--- src/rtl/cslow_pkg.sv ---
package cslow_pkg;
   localparam int unsigned MIN_SLOTS = 2;

   // width of a slot index for n threads
   function automatic int unsigned slot_bits(input int unsigned n);
      return (n < 2) ? 1 : $clog2(n);
   endfunction

   // width of a counter that must reach n
   function automatic int unsigned count_bits(input int unsigned n);
      return $clog2(n + 1);
   endfunction
endpackage

--- src/rtl/cslow_slot_ctr.sv ---
module cslow_slot_ctr #(
   parameter int unsigned C = 3
) (
   input  logic                                   clk,
   input  logic                                   rst_n,
   output logic [cslow_pkg::slot_bits(C)-1:0]     tid,
   output logic                                   load_init,
   output logic                                   qual
);
   localparam int unsigned TW = cslow_pkg::slot_bits(C);
   localparam int unsigned CW = cslow_pkg::count_bits(C);

   logic [CW-1:0] age_q;

   always_ff @(posedge clk or negedge rst_n) begin
      if (!rst_n) begin
         tid   <= '0;
         age_q <= '0;
      end else begin
         tid <= (tid == TW'(C - 1)) ? '0 : tid + TW'(1);
         if (age_q != CW'(C))
            age_q <= age_q + CW'(1);
      end
   end

   // slots that have not finished a lap reload the start state
   assign load_init = (age_q < CW'(C - 1));
   // every thread has completed one macro-cycle
   assign qual      = (age_q == CW'(C));
endmodule

--- src/rtl/cslow_stage.sv ---
module cslow_stage #(
   parameter int unsigned DW     = 16,
   parameter int unsigned PW     = 12,
   parameter int unsigned PC_INC = 4,
   parameter int unsigned IDX    = 0,
   parameter bit          LAST   = 1'b0
) (
   input  logic [PW-1:0] pc_i,
   input  logic [DW-1:0] w_i,
   output logic [PW-1:0] pc_o,
   output logic [DW-1:0] w_o
);
   logic [PW-1:0] pc_off;

   assign pc_off = pc_i + PW'(IDX);
   assign w_o    = {w_i[DW-2:0], w_i[DW-1]} ^ DW'(pc_off);

   generate
      if (LAST) begin : g_adv
         assign pc_o = pc_i + PW'(PC_INC);
      end else begin : g_pass
         assign pc_o = pc_i;
      end
   endgenerate
endmodule

--- src/rtl/cslow_key_cmp.sv ---
module cslow_key_cmp #(
   parameter int unsigned KW = 28
) (
   input  logic          clk,
   input  logic          rst_n,
   input  logic [KW-1:0] key,
   input  logic          cmp_en,
   output logic          seu_flag
);
   logic [KW-1:0] shadow_q;
   logic          differ;

   assign differ = cmp_en && (key != shadow_q);

   always_ff @(posedge clk or negedge rst_n) begin
      if (!rst_n) begin
         shadow_q <= '0;
         seu_flag <= 1'b0;
      end else begin
         shadow_q <= key;
         seu_flag <= seu_flag | differ;
      end
   end
endmodule

--- src/rtl/cslow_seu_det.sv ---
module cslow_seu_det #(
   parameter int unsigned    C         = 3,
   parameter int unsigned    DW        = 16,
   parameter int unsigned    PW        = 12,
   parameter int unsigned    PC_INC    = 4,
   parameter logic [PW-1:0]  INIT_PC   = 'h100,
   parameter logic [DW-1:0]  INIT_DATA = 'hA5A5
) (
   input  logic                               clk,
   input  logic                               rst_n,
   input  logic [DW-1:0]                      din,
   output logic [cslow_pkg::slot_bits(C)-1:0] thread_id,
   output logic [PW-1:0]                      pc_o,
   output logic [DW-1:0]                      wdata_o,
   output logic                               seu_flag
);
   localparam int unsigned TW = cslow_pkg::slot_bits(C);
   localparam int unsigned KW = PW + DW;

   generate
      if (C < cslow_pkg::MIN_SLOTS) begin : g_bad_c
         $error("cslow_seu_det: C must be at least 2");
      end
      if (DW < 2) begin : g_bad_dw
         $error("cslow_seu_det: DW must be at least 2");
      end
      if (PW < 1) begin : g_bad_pw
         $error("cslow_seu_det: PW must be at least 1");
      end
      if (PC_INC >= (1 << PW)) begin : g_bad_inc
         $error("cslow_seu_det: PC_INC does not fit in PW bits");
      end
   endgenerate

   logic          load_init;
   logic          qual;
   logic [PW-1:0] lvl_pc [C];
   logic [DW-1:0] lvl_w  [C];
   logic [PW-1:0] nxt_pc [C];
   logic [DW-1:0] nxt_w  [C];
   logic [DW-1:0] stg_w  [C];

   cslow_slot_ctr #(.C(C)) u_slot (
      .clk       (clk),
      .rst_n     (rst_n),
      .tid       (thread_id),
      .load_init (load_init),
      .qual      (qual)
   );

   // one stage per slice; the first stage mixes in the slot's input
   for (genvar k = 0; k < C; k++) begin : g_stage
      if (k == 0) begin : g_first
         assign stg_w[k] = lvl_w[k] ^ din;
      end else begin : g_rest
         assign stg_w[k] = lvl_w[k];
      end
      cslow_stage #(
         .DW     (DW),
         .PW     (PW),
         .PC_INC (PC_INC),
         .IDX    (k),
         .LAST   (k == C - 1)
      ) u_stg (
         .pc_i (lvl_pc[k]),
         .w_i  (stg_w[k]),
         .pc_o (nxt_pc[k]),
         .w_o  (nxt_w[k])
      );
   end

   // level 0 is the original register, levels 1..C-1 the retiming registers
   always_ff @(posedge clk or negedge rst_n) begin
      if (!rst_n) begin
         lvl_pc[0] <= INIT_PC;
         lvl_w[0]  <= INIT_DATA;
         for (int j = 1; j < C; j++) begin
            lvl_pc[j] <= '0;
            lvl_w[j]  <= '0;
         end
      end else begin
         lvl_pc[0] <= load_init ? INIT_PC   : nxt_pc[C-1];
         lvl_w[0]  <= load_init ? INIT_DATA : nxt_w[C-1];
         for (int j = 1; j < C; j++) begin
            lvl_pc[j] <= nxt_pc[j-1];
            lvl_w[j]  <= nxt_w[j-1];
         end
      end
   end

   assign pc_o    = lvl_pc[0];
   assign wdata_o = lvl_w[0];

   cslow_key_cmp #(.KW(KW)) u_cmp (
      .clk      (clk),
      .rst_n    (rst_n),
      .key      ({lvl_pc[0], lvl_w[0]}),
      .cmp_en   (qual && (thread_id != TW'(0))),
      .seu_flag (seu_flag)
   );
endmodule

--- config.mk ---
export PLATFORM = sky130hd
export DESIGN_NAME = cslow_seu_det
export DESIGN_NICKNAME = d
export VERILOG_FILES = /design/src/rtl/cslow_pkg.sv /design/src/rtl/cslow_slot_ctr.sv /design/src/rtl/cslow_stage.sv /design/src/rtl/cslow_key_cmp.sv /design/src/rtl/cslow_seu_det.sv
export SDC_FILE = /design/constraint.sdc
export NUM_CORES = 1
export LEC_CHECK = 0
export BUFFER_PORTS_ARGS = -buffer_cell sky130_fd_sc_hd__clkbuf_2
export CAP_MARGIN = 40
export CORE_AREA = 2 2 110 101
export DETAILED_ROUTE_END_ITERATION = 6
export DIE_AREA = 0 0 112 103
export PLACE_DENSITY = 0.67
export REMOVE_ABC_BUFFERS = 1
export SLEW_MARGIN = 20
export SYNTH_ARGS = -nofsm -noshare
export SYNTH_HDL_FRONTEND = slang
export SYNTH_HIERARCHICAL = 1
export SYNTH_SLANG_ARGS = --single-unit
--- constraint.sdc ---
create_clock -name clk -period 2.1 [get_ports clk]
set_input_delay 0.525 -clock clk [delete_from_list [all_inputs] [get_ports clk]]
set_output_delay 0.525 -clock clk [all_outputs]
set_load 0.03 [all_outputs]
==> results of run 1 <==
-- path summary, 6_finish.rpt --
kind,startpoint,to,slack (ns),depth (start not counted)
worst max-delay path,wdata_o[2],u_cmp/seu_flag,0.27,5
worst max register to register,wdata_o[2],u_cmp/seu_flag,0.27,5
min in group clk,din[11],lvl_w[28],0.31,2
worst min-delay path,rst_n,u_cmp/shadow_q[0],0.11,2
worst min register to register,lvl_w[30],lvl_w[15],0.35,0
max in group asynchronous,rst_n,wdata_o[13],1.58,2
-- sequential cells by signal (all words and copies together) (netlist names) --
signal and flops:
lvl_pc 24, u_slot/tid 2, pc_o 12, u_slot/age_q 2, wdata_o 16, lvl_w 32
u_cmp/seu_flag 1, u_cmp/shadow_q 28
-- worst max-delay path, stage by stage, from the launching register on --
cell	delay (ns)
dfstp_2	0.57
xnor2_1	0.13
nand4_1	0.20
nor4_1	0.54
buf_4	0.20
a31oi_1	0.07
-- cell type report --
cell class	count	area (sq um)	area share (%)
multi-input combinational	191	1570	28.1
clock inverter	9	101	1.81
clock buffer	23	488	8.74
sequential	117	2940	52.6
inverter	4	15.0	0.269
timing repair buffer	53	305	5.47
tap	133	166	2.98
-- routing by layer --
metal  track usage [%]  up-vias  part of all wire (%)
met3              5.29       13                   4.5
li1                  -     1158                     -
met4              7.97        0                   2.2
met2              22.4       57                    42
met1              23.2     1187                    51
met5                 0        -                     0
-- power groups by stage --
stage | registers (mW) | logic (mW) | clock network [mW]
after detailed placement | 3.45 | 1.64 | 0
after floorplan | 3.65 | 0.920 | 0
after CTS | 3.42 | 1.66 | 2.87
after global routing | 3.50 | 1.80 | 2.99
final | 3.40 | 1.64 | 2.80
after global placement | 3.44 | 1.64 | 0
-- synthesized netlist by cell type, types with 3 or more instances --
cell type / number / share of area (%)
and2b_1: 6 / 0.89
buf_2: 3 / 0.30
buf_4: 67 / 9.9
dfrtp_1: 108 / 53
dfstp_2: 9 / 4.7
ha_1: 5 / 1.2
inv_1: 4 / 0.30
nand2_1: 8 / 0.59
nand3_1: 8 / 0.79
nand3_2: 3 / 0.59
nand4_1: 8 / 0.99
nand4_4: 3 / 1.3
nor2_1: 6 / 0.44
nor2b_1: 14 / 1.7
or2_1: 9 / 1.1
xnor2_1: 63 / 11
xor2_1: 43 / 7.4
-- kinds of logic (layout without fill, tap and decap cells) --
kind of cell             Yosys count  in the layout  share of synthesized area [%]
flip-flops                       117            117                           58.0
XOR/XNOR                         108            108                           19.0
buffers and inverters             76             89                           11.0
AND/OR/NAND/NOR                   75             75                           10.2
adder cells (fa/ha/maj)            5              5                           1.24
AO/OA/AOI/OAI                      2              2                          0.272
multiplexers                       1              1                          0.296
==> summary.txt, run 1 <==
Routing
  – Drt first pass iters: 4
  – Vias post-DR: 2415
  – Final ANT Viol Nets: 0
  – DRC Markers: 0
  – Drt wl/cell: 15.3 um
  – Average vias per placed instance: 4.56
  – Drt initial violations: 81
  – WL final: 8130 um

Clock tree
  – CTS max path bufs: 2
  – Root buffer cell: clkbuf_16
  – CTS tree: yes
  – Clock Sinks: 117
  – Clock latency on the worst-skew pair: 0.40 ns
  – Post-cts sizing count: 0
  – CTS Buf Count: 17
  – Worst-path clk slew: 0.05 ns
  – # Post-CTS Setup Buffers: 0
  – H-tree levels: 4
  – CTS Hold Bufs: 0

Die
  – Die H: 103 um
  – Initial Util: 48.0%
  – I/O pin cnt: 49
  – FP Rows: 36
  – Die W: 112 um
  – Die area: 11500 sq um
  – Total core area: 10500 sq um

GRT
  – Global Route Usage Sum: 16.2%
  – First-pass GRT wire length: 13600 um
  – Pin count of the biggest net entering global routing: 74
  – Initial antenna violation count: 0
  – Vias in the first global route: 2512
  – Remaining Overflow, GRT: 0

Timing
  – Hold_ws: 0.111 ns
  – Final setup viols: 0
  – Crit share post-route: 87.0%
  – Slew Viols, Final: 0
  – Setup TNS: 0 ns
  – Post-layout minimum cycle time: 1.83 ns
  – Slew HR: 64.5%
  – Transition time of the tightest slew-check pin: 0.528 ns
  – Setup Skew: 0.00966 ns
  – RSZ-0062 raised after global routing: false
  – F_max: 547 MHz
  – Final WS setup: 0.272 ns
  – Final Hold Vio Count: 0

Worst setup path
  – Worst setup EP type: flip-flop
  – CP Max Fanout: 4
  – Crit start category: flip-flop
  – Worst EP required: 2.38 ns
  – CP Class: reg -> reg
  – Critical Path AT: 2.10 ns

Worst hold path
  – Hold WC Path Type: in -> async

Place
  – Placed cells: 498
  – GPL Wtd Cong: 0.774
  – DP HPWL: 5450 um
  – Cell area after placement: 4990 sq um
  – Port Buffers: 48
  – Placement Setup Slack: 0.308 ns

Final layout
  – Area grow syn2layout: 10.3%
  – Core utilization of the finished layout: 53.0%
  – Antenna cell count: 0
  – Final Instance Area: 5580 sq um
  – Commonest non-fill, non-tap cells in the layout: dfrtp_1, xnor2_1, clkbuf_2
  – Fillers: 913
  – Final Instance Count excl. Fillers: 530
  – Fraction of layout cells with a size suffix above 1: 26.4%
  – Final nets: 407
  – Commonest non-fill, non-tap cell in the layout: dfrtp_1

Synth
  – Async SR Flop Fraction: 100%
  – #FFs+latches synth: 117
  – Ys Warns: 6
  – Post-synth EDFFs: 0
  – Ys flop type: dfrtp_1
  – Cells after synthesis: 384
  – Register area share after synthesis: 58.0%
  – Mapped Area: 5060 sq um
  – Synth unique cells: 29
  – Avg Cell Area, Syn: 13.2 sq um

Pwr
  – Pleak: 2.54 nW
  – Combinational share of power: 21.0%
  – Clock group share of total power: 35.6%
  – Pint: 5.57 mW
  – Net Sw Power: 2.27 mW
  – Pwr Density: 1410 nW/um^2
  – Sequential Power Share: 43.4%
  – Final Power: 7.85 mW
  – Max VDD drop: 1.03 mV
  – Sw Ratio: 29.0%

Flow run
  – Max cap viols: 0

Status
  – Status: finished, final reports clean
Note: power is estimated with default switching activity, not from simulation.
==> run 2: changes to the inputs <==
- CORE_AREA: 2 2 110 101 -> 2 2 99 91
- DIE_AREA: 0 0 112 103 -> 0 0 101 93
- PLACE_DENSITY: 0.67 -> 0.68
- SYNTH_HIERARCHICAL: 1 -> unset
==> summary.txt, run 2 <==
Status
  – Status: finished, final reports clean (unchanged)

Clock tree
  – Worst-path clk slew: 0.09 ns (was 0.05 ns)
  – CTS max path bufs: 2 (unchanged)
  – CTS tree: yes (unchanged)
  – H-tree levels: 3 (was 4)
  – # Post-CTS Setup Buffers: 0 (unchanged)
  – CTS Buf Count: 9 (was 17)
  – CTS Hold Bufs: 0 (unchanged)
  – Clock Sinks: 105 (was 117)
  – Clock latency on the worst-skew pair: 0.38 ns (was 0.40 ns)
  – Post-cts sizing count: 0 (unchanged)
  – Root buffer cell: clkbuf_8 (was clkbuf_16)

Synth
  – Register area share after synthesis: 64.4% (was 58.0%)
  – Post-synth EDFFs: 0 (unchanged)
  – Ys flop type: dfrtp_1 (unchanged)
  – Largest cells by area after synthesis: dfrtp_1, xnor2_1, dfstp_2, xor2_1, and2_1 (was dfrtp_1, xnor2_1, buf_4, xor2_1, dfstp_2)
  – Top-count cell post-synth: dfrtp_1 (unchanged)
  – Top post-synthesis cells by count: dfrtp_1, xnor2_1, xor2_1 (was dfrtp_1, buf_4, xnor2_1)
  – Cells after synthesis: 301 (was 384)
  – Cell taking the most area after synthesis: dfrtp_1 (unchanged)
  – Avg Cell Area, Syn: 13.6 sq um (was 13.2 sq um)
  – Async SR Flop Fraction: 100% (unchanged)
  – Mapped Area: 4100 sq um (was 5060 sq um)
  – Ys Warns: 0 (was 6)
  – Post-synth top area share: 58.6% (was 53.4%)
  – #FFs+latches synth: 105 (was 117)
  – Synth unique cells: 26 (was 29)

Timing
  – Setup TNS: 0 ns (unchanged)
  – Final Hold Vio Count: 0 (unchanged)
  – Crit share post-route: 83.8% (was 87.0%)
  – Slew HR: 68.0% (was 64.5%)
  – RSZ-0062 raised after global routing: false (unchanged)
  – Final setup viols: 0 (unchanged)
  – Slew Viols, Final: 0 (unchanged)
  – Setup Skew: 0.0134 ns (was 0.00966 ns)
  – F_max: 568 MHz (was 547 MHz)
  – Final WS setup: 0.341 ns (was 0.272 ns)
  – Transition time of the tightest slew-check pin: 0.480 ns (was 0.528 ns)
  – Post-layout minimum cycle time: 1.76 ns (was 1.83 ns)

Die
  – Total core area: 8410 sq um (was 10500 sq um)
  – FP Rows: 32 (was 36)
  – Die area: 9390 sq um (was 11500 sq um)
  – Initial Util: 48.7% (was 48.0%)
  – Die H: 93 um (was 103 um)
  – I/O pin cnt: 49 (unchanged)
  – Die W: 101 um (was 112 um)

Pwr
  – Max VDD drop: 0.620 mV (was 1.03 mV)
  – Sw Ratio: 34.3% (was 29.0%)
  – Clock group share of total power: 19.8% (was 35.6%)
  – Pint: 3.97 mW (was 5.57 mW)
  – Combinational share of power: 28.0% (was 21.0%)
  – Net Sw Power: 2.07 mW (was 2.27 mW)
  – Pwr Density: 1290 nW/um^2 (was 1410 nW/um^2)
  – Pleak: 2.05 nW (was 2.54 nW)
  – Sequential Power Share: 52.2% (was 43.4%)

Place
  – GPL Wtd Cong: 0.766 (was 0.774)
  – DP HPWL: 5350 um (was 5450 um)
  – Placement Setup Slack: 0.474 ns (was 0.308 ns)
  – Port Buffers: 48 (unchanged)
  – Cell area after placement: 4480 sq um (was 4990 sq um)

Worst setup path
  – Crit path buf inv count: 1 (unchanged)
  – CP max stage cell: dfstp_2 (unchanged)
  – Crit start category: flip-flop (unchanged)
  – CP max stage delay: 0.63 ns (was 0.57 ns)
  – Crit path from: wdata_o[5] (was wdata_o[2])
  – Cells along the critical path: clkbuf_2 (was xnor2_1 > nand4_1 > nor4_1 > buf_4 > a31oi_1)
  – CP Max Fanout: 4 (unchanged)
  – Top cell family by delay on the critical path: flip-flops (was simple AND/OR/NAND/NOR gates)
  – Worst setup EP type: output pin (was flip-flop)
  – CP Class: reg -> out (was reg -> reg)
  – Worst EP required: 1.57 ns (was 2.38 ns)
  – Critical Path AT: 1.23 ns (was 2.10 ns)
  – RR Startpoint: wdata_o[8] (was wdata_o[2])

GRT
  – Global Route Usage Sum: 17.3% (was 16.2%)
  – Remaining Overflow, GRT: 0 (unchanged)
  – Initial antenna violation count: 0 (unchanged)
  – Vias in the first global route: 2259 (was 2512)
  – Pin count of the biggest net entering global routing: 37 (was 74)
  – First-pass GRT wire length: 11800 um (was 13600 um)

Final layout
  – Fraction of layout cells with a size suffix above 1: 21.5% (was 26.4%)
  – Final Instance Area: 4680 sq um (was 5580 sq um)
  – Area grow syn2layout: 14.2% (was 10.3%)
  – Area of the multi-input gates: 1420 sq um (was 1570 sq um)
  – Commonest non-fill, non-tap cells in the layout: dfrtp_1, xnor2_1, clkbuf_2 (unchanged)
  – Reg with most FFs: lvl_w (unchanged)
  – FF+latch area: 2640 sq um (was 2940 sq um)
  – Fillers: 714 (was 913)
  – Largest register FFs: 32 (unchanged)
  – Commonest non-fill, non-tap cell in the layout: dfrtp_1 (unchanged)
  – Antenna cell count: 0 (unchanged)
  – Final nets: 379 (was 407)

Routing
  – Average vias per placed instance: 4.91 (was 4.56)
  – Drt wl/cell: 15.8 um (was 15.3 um)
  – Final ANT Viol Nets: 0 (unchanged)
  – Drt initial violations: 71 (was 81)
  – Drt first pass iters: 4 (unchanged)
  – DRC Markers: 0 (unchanged)
  – Vias post-DR: 2278 (was 2415)
  – WL final: 7340 um (was 8130 um)

Worst hold path
  – Hold WC Path Type: in -> async (unchanged)

Flow run
  – Max cap viols: 0 (unchanged)
## run 2: changes by cell type after synthesis, sizes merged, moves of 4 or more
cell    delta
and3       +4
or2        -9
xor2      -25
buf       -69
dfrtp     -12
clkbuf     +4
xnor2     +22
and2      +17
nor2b     -12
and2b      -6
## run 2: path summary, 6_finish.rpt
| kind | to | slack (ns) | depth (start not counted) |
|---|---|---|---|
| worst max-delay path | wdata_o[5] | 0.34 | 1 |
| worst min-delay path | u_cmp.shadow_q[3] | 0.10 | 1 |
| worst max register to register | u_cmp.seu_flag | 0.46 | 4 |
| worst min register to register | lvl_w[12] | 0.36 | 0 |
| max in group asynchronous | pc_o[8] | 1.35 | 2 |
| min in group clk | lvl_w[30] | 0.31 | 2 |
## run 2: cells by family (layout without fill, tap and decap cells)
group,after synthesis,in the layout,share of synthesized area [%]
multiplexers,1,1,0.275
adder cells (fa/ha/maj),4,4,1.22
buffers and inverters,8,69,1.04
AND/OR/NAND/NOR,71,71,9.68
flip-flops,105,105,64.4
AO/OA/AOI/OAI,7,7,0.946
XOR/XNOR,105,105,22.4
## run 2: power groups by stage
stage                     registers (mW)  logic (mW)  clock network [mW]
after global placement              3.21        1.68                   0
after CTS                           3.18        1.72                1.24
final                               3.16        1.69                1.20
after detailed placement            3.21        1.71                   0
after global routing                3.24        1.85                1.33
after floorplan                     3.42       0.960                   0
## run 2: cell type report
class	instances	area share [%]
Multi-Input combinational cell	188	30.3
Inverter	1	0.0802
Clock buffer	9	2.65
Timing Repair Buffer	52	6.37
Clock inverter	7	1.50
Tap cell	102	2.73
Sequential cell	105	56.4
## run 2: through the flow
stage	util [%]	cells	hold slack (ns)	power (mW)
after floorplan	-	294	0.229	4.38
after global placement	53.3	448	0.333	4.89
after detailed placement	53.3	448	0.346	4.92
after CTS	55.6	464	0.107	6.14
after global routing	55.6	464	0.111	6.42
final	55.6	464	0.104	6.05
## run 2: routing by layer
metal	GRT usage (%)	wire length [um]	up-vias
li1	-	-	1081
met1	25.2	3610	1145
met2	25.2	3320	42
met3	5.61	324	10
met4	4.39	77	0
met5	0	0	-
==> run 3: changes to the inputs <==
- ABC_AREA: unset -> 1
- CORE_AREA: 2 2 99 91 -> 2 2 102 94
- DIE_AREA: 0 0 101 93 -> 0 0 104 96
- PLACE_DENSITY: 0.68 -> 0.67
- clock period: 2.1 -> 1.8 ns (I/O delays scaled with it)
==> summary.txt, run 3 <==
Timing
  – Final Hold Vio Count: 0 (unchanged)
  – Post-layout minimum cycle time: 1.69 ns
  – F_max: 593 MHz
  – Transition time of the tightest slew-check pin: 0.501 ns (was 0.480 ns)
  – Final setup viols: 0 (unchanged)
  – Setup Skew: 0.0119 ns (was 0.0134 ns)
  – Crit share post-route: 93.7%
  – Setup TNS: 0 ns (unchanged)
  – Slew Viols, Final: 0 (unchanged)
  – RSZ-0062 raised after global routing: false (unchanged)
  – Slew HR: 66.6% (was 68.0%)

Synth
  – Top-count cell post-synth: nand2_1 (was dfrtp_1)
  – Cells after synthesis: 419 (was 301)
  – Async SR Flop Fraction: 100% (unchanged)
  – Post-synth EDFFs: 0 (unchanged)
  – Synth unique cells: 27 (was 26)
  – #FFs+latches synth: 105 (unchanged)
  – Mapped Area: 4340 sq um (was 4100 sq um)
  – Cell taking the most area after synthesis: dfrtp_1 (unchanged)
  – Ys flop type: dfrtp_1 (unchanged)
  – Ys Warns: 0 (unchanged)
  – Largest cells by area after synthesis: dfrtp_1, nand2_1, xor2_1, xnor2_1, dfstp_2 (was dfrtp_1, xnor2_1, dfstp_2, xor2_1, and2_1)
  – Top post-synthesis cells by count: nand2_1, dfrtp_1, inv_1 (was dfrtp_1, xnor2_1, xor2_1)
  – Post-synth top area share: 55.4% (was 58.6%)
  – Register area share after synthesis: 60.8% (was 64.4%)
  – Avg Cell Area, Syn: 10.4 sq um (was 13.6 sq um)

Routing
  – Drt first pass iters: 4 (unchanged)
  – DRC Markers: 0 (unchanged)
  – Average vias per placed instance: 4.56 (was 4.91)
  – Vias post-DR: 2769 (was 2278)
  – Drt initial violations: 102 (was 71)
  – Final ANT Viol Nets: 0 (unchanged)
  – Drt wl/cell: 14.2 um (was 15.8 um)
  – WL final: 8630 um (was 7340 um)

GRT
  – Met1 GRT Util: 27.3% (was 25.2%)
  – Vias in the first global route: 2746 (was 2259)
  – Pin count of the biggest net entering global routing: 32 (was 37)
  – Global Route Usage Sum: 19.1% (was 17.3%)
  – Remaining Overflow, GRT: 0 (unchanged)
  – Most Crowded Layer GR: met2 (unchanged)
  – First-pass GRT wire length: 14200 um (was 11800 um)
  – GR Util met2: 29.5% (was 25.2%)
  – Initial antenna violation count: 0 (unchanged)
  – Met3 GRT Util: 5.15% (was 5.61%)

Worst setup path
  – FF-to-FF End: wdata_o[9] (was u_cmp.seu_flag)
  – Crit start category: flip-flop (unchanged)
  – Crit path from: lvl_pc[1] (was wdata_o[5])
  – Cells along the critical path: ha_1 > nand3_1 > or2_1 > nor2_2 > o21ai_1 > a21oi_1 (was clkbuf_2)
  – Path depth of the worst reg2reg path: 6 (was 4)
  – Critical Path AT: 1.95 ns (was 1.23 ns)
  – R2R Setup Slk: 0.11 ns (was 0.46 ns)
  – CP Class: reg -> reg (was reg -> out)
  – CP max stage cell: dfrtp_1 (was dfstp_2)
  – Worst setup EP type: flip-flop (was output pin)
  – CP Max Fanout: 6 (was 4)
  – RR Startpoint: lvl_pc[1] (was wdata_o[8])
  – Worst EP required: 2.06 ns (was 1.57 ns)
  – CP max stage delay: 0.50 ns (was 0.63 ns)

Clock tree
  – Worst-path clk slew: 0.10 ns (was 0.09 ns)
  – H-tree levels: 3 (unchanged)
  – CTS max path bufs: 2 (unchanged)
  – # Post-CTS Setup Buffers: 0 (unchanged)
  – Post-cts sizing count: 0 (unchanged)
  – Clock Sinks: 105 (unchanged)
  – Clock latency on the worst-skew pair: 0.36 ns (was 0.38 ns)
  – Root buffer cell: clkbuf_8 (unchanged)
  – CTS Buf Count: 9 (unchanged)
  – CTS tree: yes (unchanged)
  – CTS Hold Bufs: 0 (unchanged)

Status
  – Status: finished, final reports clean (unchanged)

Final layout
  – Fillers: 793 (was 714)
  – Final nets: 502 (was 379)
  – Largest register FFs: 32 (unchanged)
  – Area grow syn2layout: 14.4% (was 14.2%)
  – Fraction of layout cells with a size suffix above 1: 19.4% (was 21.5%)
  – Reg with most FFs: lvl_w (unchanged)
  – Commonest non-fill, non-tap cells in the layout: nand2_1, dfrtp_1, inv_1 (was dfrtp_1, xnor2_1, clkbuf_2)
  – Commonest non-fill, non-tap cell in the layout: nand2_1 (was dfrtp_1)
  – Antenna cell count: 0 (unchanged)

Die
  – Die H: 96 um (was 93 um)
  – Initial Util: 48.7% (about the same)
  – Total core area: 8920 sq um (was 8410 sq um)
  – FP Rows: 33 (was 32)
  – Die W: 104 um (was 101 um)
  – I/O pin cnt: 49 (unchanged)
  – Die area: 9980 sq um (was 9390 sq um)

Place
  – DP HPWL: 6440 um (was 5350 um)
  – GPL Wtd Cong: 0.831 (was 0.766)
  – Port Buffers: 48 (unchanged)

Pwr
  – Pwr Density: 1410 nW/um^2 (was 1290 nW/um^2)
  – Max VDD drop: 0.713 mV (was 0.620 mV)
  – Pleak: 2.52 nW (was 2.05 nW)
  – Final Power: 7.00 mW (was 6.05 mW)

Worst hold path
  – Hold WC Path Type: in -> async (unchanged)

Flow run
  – Max cap viols: 0 (unchanged)
-- run 3: cell types whose count changed in the layout (fill, tap and decap cells not counted), sizes merged, moves of 6 or more --
cell and delta:
nand3 -6, nor2 +26, and2 -17, nand2 +90
xnor2 -56, a21oi +9, o21ai +9, xor2 +23
inv +55, nand4 -10
-- run 3: critical path, delay by kind of cell, from the launching register on --
kind,cells,cell delay (ns)
AO/OA/AOI/OAI,2,0.27
adder cells (fa/ha/maj),1,0.25
flip-flops,1,0.50
AND/OR/NAND/NOR,3,0.57
-- run 3: report_power, final --
part           internal [mW]  switching [mW]  total (mW)
clock network          0.506           0.782        1.29
logic                  0.800            1.21        2.01
registers               3.16           0.546        3.71
-- run 3: cell families after synthesis --
family / count (synthesis) / share of synthesized area [%]
simple gates: 151 / 15.2
compound gates: 25 / 2.94
flops: 105 / 60.8
fa+ha+maj: 4 / 1.15
xor+xnor: 72 / 14.5
buf+inv: 62 / 5.36
-- run 3: how the worst max path moves through the flow --
| stage | endpoint | slack (ns) |
|---|---|---|
| after floorplan | u_cmp.seu_flag | 0.47 |
| after global placement | wdata_o[9] | 0.23 |
| after detailed placement | wdata_o[9] | 0.17 |
| after CTS | wdata_o[10] | 0.12 |
| after global routing | wdata_o[9] | 0.007 |
| final | wdata_o[9] | 0.11 |
-- run 3: layer usage --
layer	vias to the layer above	share of wire, %
met1	1324	48
met2	54	47
met5	-	0
li1	1381	-
met3	10	3.9
met4	0	1.3
-- run 3: stage by stage --
| step | utilization (%) | instances | area [sq um] | hold WS, ns | setup WS (ns) |
|---|---|---|---|---|---|
| 6_report | 55.7 | 607 | 4960 | 0.0242 | 0.114 |
| 2_1_floorplan | - | 417 | 4330 | 0.154 | 0.465 |
| 5_1_grt | 55.7 | 607 | 4960 | 0.0227 | 0.00732 |
| 3_5_place_dp | 53.8 | 591 | 4790 | 0.335 | 0.174 |
| 3_3_place_gp | 53.8 | 591 | 4790 | 0.333 | 0.225 |
| 4_1_cts | 55.7 | 607 | 4960 | 0.0232 | 0.125 |
-- run 3: final cells by class --
class                           instances  area [sq um]  share of cell area (%)
Sequential cell                       105          2640                    53.2
Clock buffer                           10           128                    2.57
Timing Repair Buffer                   52           310                    6.25
Tap cell                              122           153                    3.07
Inverter                               60           225                    4.54
Multi-Input combinational cell        252          1470                    29.6
Clock inverter                          6          42.5                   0.857
